===== src/rtl/lpt_ctrl_reg.sv =====
module lpt_ctrl_reg #(
  parameter logic [7:0] WR_MASK = 8'h3F
) (
  input  logic       clk,
  input  logic       rst_n,
  input  logic       host_wr,
  input  logic       host_rd,
  input  logic [7:0] host_wdata,
  output logic [7:0] host_rdata,
  input  logic [1:0] port_mode,
  input  logic       ack_n,
  input  logic       status_rd,
  output logic       strobe_n,
  output logic       autofd_n,
  output logic       init_n,
  output logic       selin_n,
  output logic       irq,
  output logic       dir_in
);

  localparam logic [1:0] MODE_PRINTER = 2'd0;

  logic [7:0] ctl;
  logic       ack_s1, ack_s2, ack_d;
  logic       ack_rise;
  logic       ien_nxt;

  always_ff @(posedge clk or negedge rst_n) begin
    if (!rst_n)       ctl <= 8'h00;
    else if (host_wr) ctl <= host_wdata & WR_MASK;
  end

  always_ff @(posedge clk or negedge rst_n) begin
    if (!rst_n) begin
      ack_s1 <= 1'b1;
      ack_s2 <= 1'b1;
      ack_d  <= 1'b1;
    end else begin
      ack_s1 <= ack_n;
      ack_s2 <= ack_s1;
      ack_d  <= ack_s2;
    end
  end

  assign ack_rise = ack_s2 & ~ack_d;
  assign ien_nxt  = host_wr ? host_wdata[4] : ctl[4];

  always_ff @(posedge clk or negedge rst_n) begin
    if (!rst_n) irq <= 1'b0;
    else        irq <= ien_nxt & (ack_rise | (irq & ~status_rd));
  end

  assign strobe_n   = ~ctl[0];
  assign autofd_n   = ~ctl[1];
  assign init_n     =  ctl[2];
  assign selin_n    = ~ctl[3];
  assign dir_in     = (port_mode != MODE_PRINTER) & ctl[5];
  assign host_rdata = host_rd ? ctl : 8'h00;

  // a write lands in the register at its edge
  a_r2_write_lands: assert property (@(posedge clk) disable iff (!rst_n)
    host_wr |=> ctl == ($past(host_wdata) & WR_MASK));

  // a disabled interrupt never shows
  a_r7_gated_low: assert property (@(posedge clk) disable iff (!rst_n)
    !ctl[4] |-> !irq);

  // irq only rises from a synchronized acknowledge edge
  a_r6_rise_from_edge: assert property (@(posedge clk) disable iff (!rst_n)
    $rose(irq) |-> $past(ack_rise));

  // a status read without a new edge clears the request
  a_r8_status_clears: assert property (@(posedge clk) disable iff (!rst_n)
    ($past(status_rd) && !$past(ack_rise)) |-> !irq);

endmodule


===== config.mk =====
export PLATFORM = sky130hd
export DESIGN_NAME = lpt_ctrl_reg
export DESIGN_NICKNAME = d
export VERILOG_FILES = /design/src/rtl/lpt_ctrl_reg.sv
export SDC_FILE = /design/constraint.sdc
export NUM_CORES = 1
export LEC_CHECK = 0
export ABC_AREA = 1
export BUFFER_PORTS_ARGS = -buffer_cell sky130_fd_sc_hd__buf_2
export CORE_AREA = 2 2 39 41
export DETAILED_ROUTE_END_ITERATION = 8
export DIE_AREA = 0 0 41 43
export PLACE_DENSITY = 0.67
export REMOVE_ABC_BUFFERS = 1
export SLEW_MARGIN = 20
export SYNTH_ARGS = -nofsm -noshare
export SYNTH_HDL_FRONTEND = slang
export SYNTH_SLANG_ARGS = --single-unit

===== constraint.sdc =====
create_clock -name clk -period 1.9 [get_ports clk]
set_input_delay 0.095 -clock clk [delete_from_list [all_inputs] [get_ports clk]]
set_output_delay 0.095 -clock clk [all_outputs]
set_load 0.02 [all_outputs]

==> summary.txt, run 1 <==
Run status
  – Outcome: complete, no violations

Critical path
  – Critical Path AT: roughly 0.90 ns
  – Delay-heaviest family, CP: flip-flops
  – Critical path type: reg -> out
  – CP Capture Type: output pin
  – Crit path max fanout: 3
  – Worst path slowest cell: dfrtp_1
  – CP startpoint kind: flip-flop
  – Data required, critical path: approximately 1.8 ns
  – CP cell instances: nand2_1 -> inv_1 -> buf_2
  – Critical Path Stages: 3
  – Critical Path Max Stage Delay: 0.39 ns
  – WP buf/inv: 2
  – R2r worst-path depth: 5

CTS
  – Root Driver: clkbuf_4
  – CTS tree: yes
  – Clock Sinks: 10
  – Resized cells post-CTS: 0
  – Clk_lat worst skew: 0.25 ns
  – CTS max path bufs: 2
  – TritonCTS buffer count: 3
  – H-Tree Depth: 1
  – Clk pin slew, worst setup/hold paths: roughly 0.060 ns

Pwr
  – Pwr dens: slightly below 800 mW/mm^2
  – Net Sw Power: between 0.1 and 0.15 mW
  – Power share of the clock group: between 30% and 40%
  – Peak VDD IR: slightly below 0.3 mV
  – Sw frac: 28.14%
  – Lkg Pwr: roughly 0.41 nW
  – Internal power: approximately 0.35 mW
  – Register share of total power: 49.0%
  – Gate power share: roughly a fifth
  – Final Power: a little under 0.5 mW

GRT
  – Largest net degree at the start of global routing: 12
  – Vias in the first global route: ~320
  – Initial antenna violation count: 0
  – Global Route Usage Sum: between 10% and 20%
  – GR Overflow Total: 0
  – First-pass GRT wire length: 1235 um

STA
  – RSZ-0062 raised after global routing: no
  – Slew Limit Fails: 0
  – Final worst setup slack: between 0.9 and 1 ns
  – Setup TNS: 0 ns
  – Final Hold Slack: around 0.032 ns
  – Final hold violation count: 0
  – Max frequency: 1005 MHz
  – Final Critical Period: around 0.99 ns
  – Final Setup Violations: 0
  – Final period util: a little over half
  – Worst Skew: between 0.00015 and 0.0002 ns

Die
  – Row Count: 14
  – DIE WIDTH: about 41 um
  – Starting density of the core: 33.00%
  – Full die area: approximately 0.0018 mm^2
  – Die Y: between 40 and 50 um
  – I/O pin total: 30
  – Core area: 0.001384 mm^2

Routing
  – DR iter-0 viols: 6
  – WL/cell: ~8.3 um
  – # DRC: 0
  – Detail Route Antenna Nets: 0
  – Drt first pass iters: 4
  – Routed wire length: roughly 830 um
  – Vias per std cell: 4.030
  – Via count: approximately 400

Placed design
  – Place WS: between 1 and 1.5 ns
  – # port buffers: 25
  – GPL Wtd Cong: ~0.66
  – Post-DP Area: 579.3 um^2
  – DP HPWL: around 630 um
  – Cell count after placement: between 90 and 100

Job
  – Max-Cap Viols: 0

Logic synthesis
  – Synth area leader: dfrtp_1
  – #FFs+latches synth: 10
  – Area contributors post-synth: dfrtp_1 (38%), dfstp_2 (17%), nand2_1 (14%)
  – Mapped Cells: 54
  – Synth warn: 0
  – Synth cell types: 13
  – Synth top area share: a little under two fifths
  – Proportion of synthesized chip area in sequential cells: roughly 56%
  – Syn Std Cell Area: 456.7 um^2
  – Synthesized area per cell: 8.457 um^2

Final layout
  – Fillers: between 100 and 150
  – Finished Layout Cells: 99
  – Most frequent cells in the layout: buf_2 (25), nand2_1 (17), inv_1 (13)
  – Commonest non-fill, non-tap cell in the layout: buf_2
  – Area growth, synth to finish: 36.99%
  – Nets: 100
  – Final core occ: around 45%
  – Layout cells sized above 1: 42.17%
  – ANT cells: 0
  – Finished layout cell area: 625.6 um^2

Hold path
  – WHS Path Cells: 3
  – HP Class: in -> reg
## power groups by stage
| stage | sequential, mW | combinational, mW | clock [mW] |
|---|---|---|---|
| 4_1_cts | 0.238 | 0.104 | 0.155 |
| 5_1_grt | 0.240 | 0.114 | 0.165 |
| 3_5_place_dp | 0.242 | 0.101 | 0 |
| 3_3_place_gp | 0.242 | 0.0989 | 0 |
| 2_1_floorplan | 0.245 | 0.0529 | 0 |
| 6_report | 0.238 | 0.102 | 0.146 |
## final cells by class
cell class	count	area [um^2]	share of cell area, %
timing repair buffer	27	145.1	23.20
inverter	14	52.55	8.400
sequential	10	254.0	40.60
tap	16	20.02	3.200
multi-input combinational	28	127.6	20.40
clock buffer	4	26.28	4.200
## flip-flops by register name, summed over array words and instances, names as in the netlist
signal / flops
ctl: 6
ack_s2: 1
ack_s1: 1
ack_d: 1
irq: 1
## worst paths after layout
kind	startpoint	endpoint	slack [ns]
setup / recovery	ctl[2]	host_rdata[2]	0.91
hold / removal	host_wdata[2]	ctl[2]	0.03
setup reg to reg	ack_d	irq	1.09
hold reg to reg	ack_s1	ack_s2	0.36
max in group asynchronous	rst_n	ack_s1	1.41
min in group asynchronous	rst_n	ctl[0]	0.23
## synth_stat cells
library cell / count
nand2_2: 1
buf_4: 2
nand2_4: 2
dfrtp_1: 7
inv_1: 13
o21ai_0: 1
o21ai_1: 3
nand2_1: 17
nor2_1: 2
inv_2: 1
dfstp_2: 3
conb_1: 1
buf_6: 1
## kinds of logic (layout without fill, tap and decap cells)
group / Yosys count / in the layout / synth area share [%]
compound gates: 4 / 4 / 4.382
buf+inv: 17 / 45 / 17.26
flops: 10 / 10 / 55.62
other cells: 1 / 2 / 0.8211
simple gates: 22 / 22 / 21.92
## repair_timing
action	CTS	global route
hold endpoints to repair	11	0
setup buffers	0	0
endpoints found under the setup margin	0	0
hold buffers	2	0
## per-layer routing
layer  share of wire, %  vias up  track usage [%]
met5                  0        -                0
met2                 52       20            14.69
met3                9.6        0            1.571
li1                   -      209                -
met4                  0        0            8.000
met1                 39      170            14.09
## worst min-delay path, delay by kind of cell
family / cells / cell delay, ns
buffers and inverters: 1 / 0.07
AND/OR/NAND/NOR: 2 / 0.09
Note: power is estimated with default switching activity, not from simulation.
==> run 2: changes to the inputs <==
clock period = 1 ns   (was 1.9 ns; I/O delays follow)
==> run 2 against run 1 <==
  * Worst setup slack worse by 0.84 ns
  * Register-to-register slack worse by 0.91 ns
  * Clock power rose by 140%
  * Total power rose by 110%
  * Global-route usage grew 0.091 points
  * Hold slack worse by 0.030 ns
  * Critical path depth unchanged
  * Sequential cell count is the same
  * Sequential power increased by 91%
  * Routed wire length up 0.12%
  * Core utilization rose by 1.6 points
  * Sequential share of layout area shrank 1.4 points
  * Critical path type unchanged
==> summary.txt, run 2 (same netlist as run 1, synthesis figures left out) <==
Job
  – Max-Cap Viols: 0 (unchanged)

GRT
  – First-pass GRT wire length: 1221 um (-1.1%)
  – Largest net degree at the start of global routing: 12 (unchanged)
  – Initial antenna violation count: 0 (unchanged)
  – Global Route Usage Sum: 10.67% (+0.091 points)
  – Vias in the first global route: 336 (+4.0%)
  – GR Overflow Total: 0 (unchanged)

CTS
  – Clk_lat worst skew: 0.25 ns (about the same)
  – Root Driver: clkbuf_4
  – Post-CTS setup buffers: 0 (unchanged)
  – CTS tree: yes
  – TritonCTS buffer count: 3 (unchanged)
  – Clock Sinks: 10 (unchanged)
  – CTS max path bufs: 2 (unchanged)
  – Clk pin slew, worst setup/hold paths: 0.06 ns (about the same)
  – H-Tree Depth: 1 (unchanged)

Hold path
  – Worst Hold Path EP: ctl[5]
  – WHS Path Cells: 3 (unchanged)
  – HP Class: in -> reg
  – Hold_sp: host_wdata[5]

Critical path
  – Data required, critical path: 0.95 ns (-0.85 ns)
  – Critical Path AT: 0.89 ns (about the same)
  – R2R setup slack: 0.18 ns (-0.91 ns)
  – Critical path type: reg -> out
  – R2r worst-path depth: 5 (unchanged)
  – Crit path max fanout: 3 (unchanged)
  – Delay-heaviest family, CP: flip-flops
  – CP startpoint kind: flip-flop
  – Reg2reg end: irq
  – Worst path slowest cell: dfrtp_1
  – CP cell instances: nand2_1 -> inv_1 -> buf_2
  – R2r startpoint: ack_d
  – WP buf/inv: 2 (unchanged)
  – Critical Path Max Stage Delay: 0.39 ns (about the same)
  – CP Capture Type: output pin

Run status
  – Outcome: complete, no violations

Routing
  – Vias per std cell: 4.020 (-0.26%)
  – Detail Route Antenna Nets: 0 (unchanged)
  – # DRC: 0 (unchanged)
  – Via count: 402 (+0.75%)
  – Drt first pass iters: 4 (unchanged)
  – Routed wire length: 826 um (+0.12%)
  – DR iter-0 viols: 8 (+2)
  – WL/cell: 8.260 um (-0.88%)

Placed design
  – Cell count after placement: 93 (unchanged)
  – DP HPWL: 637.6 um (+0.79%)
  – Place WS: 0.1900 ns (-0.8971 ns)
  – Post-DP Area: 579.3 um^2 (unchanged)
  – # port buffers: 25 (unchanged)
  – GPL Wtd Cong: 0.6552 (-1.1%)

Pwr
  – Pwr dens: 1543 mW/mm^2 (+99%)
  – Lkg Pwr: 0.4172 nW (+2.6%)
  – Peak VDD IR: 0.7967 mV (+180%)

Die
  – DIE WIDTH: 41 um (unchanged)
  – Row Count: 14 (unchanged)
  – Starting density of the core: 33.00% (unchanged)
  – Full die area: 0.001763 mm^2 (unchanged)
  – Core area: 0.001384 mm^2 (unchanged)
  – Die Y: 43 um (unchanged)
  – I/O pin total: 30 (unchanged)

Final layout
  – ANT cells: 0 (unchanged)
  – Most flops, register: ctl
  – Finished layout cell area: 648.1 um^2 (+3.6%)
  – Final core occ: 46.84% (+1.6 points)
  – Finished Layout Cells: 100 (+1.0%)
  – Area growth, synth to finish: 41.92%
  – Max reg flops: 6 (unchanged)
  – Layout cells sized above 1: 42.86% (+0.69 points)
  – Most frequent cells in the layout: buf_2 (24), nand2_1 (17), inv_1 (13)
  – Commonest non-fill, non-tap cell in the layout: buf_2
  – Nets: 101 (+1.0%)

STA
  – Worst Skew: 0.001306 ns (+0.001129 ns)
  – Final hold violation count: 0 (unchanged)
  – Max frequency: roughly 1100 MHz
  – Slew Limit Fails: 0 (unchanged)
  – Final Setup Violations: 0 (unchanged)
  – Final worst setup slack: 0.06007 ns (-0.8450 ns)
  – Final Critical Period: ~0.94 ns
  – Final period util: between 90 and 100%
  – Setup TNS: 0 ns (unchanged)
  – RSZ-0062 raised after global routing: no
run 2: cell count changes in the layout (fill, tap and decap cells not counted), sizes merged:
cell         before  now
dlygate4sd3       2    3
run 2: power by group:
part / total, mW / internal [mW] / switching (mW)
clock: 0.348 / 0.221 / 0.127
combinational: 0.199 / 0.0756 / 0.123
sequential: 0.454 / 0.439 / 0.0143
run 2: per-stage QoR:
step,hold WS (ns),total power [mW]
after floorplan,-0.2456,0.5665
after detailed placement,-0.08136,0.6515
after global routing,0.008303,1.055
final,0.001842,1.000
after global placement,-0.08231,0.6474
after CTS,0.002047,1.012
run 2: layer usage:
layer  part of all wire [%]  vias to the layer above  global-route usage (%)  routed length [um]
li1                       -                      208                       -                   -
met4                      0                        0                   10.00                   0
met2                     53                       18                   16.88                 437
met3                    7.7                        0                   1.571                  64
met5                      0                        -                       0                   0
met1                     39                      176                   11.04                 324
run 2: how the worst max path moves through the flow:
stage,from,to,depth (start not counted)
global placement,ack_d,irq,5
detailed placement,ack_d,irq,5
finish,ctl[2],host_rdata[2],3
global route,ctl[5],dir_in,3
floorplan,ack_d,irq,5
CTS,ctl[5],dir_in,3
run 2: repair_timing:
action / 4_1_cts / 5_1_grt
resized for setup: 0 / 1
hold endpoints to repair: 12 / 0
hold buffers: 3 / 0
endpoints found under the setup margin: 0 / 1
run 2: area by class of cell:
cell class	count	area, um^2
multi-input cells	28	127.6
inverters	14	52.55
clock buffers	4	36.28
repair buffers	28	157.7
fillers	135	735.7
well taps	16	20.02
flip-flops and latches	10	254.0
run 2: tightest hold or removal path, delay by kind of cell:
kind,cells,cell delay [ns]
simple gates,1,0.04
buf+inv,1,0.07
compound gates,1,0.06
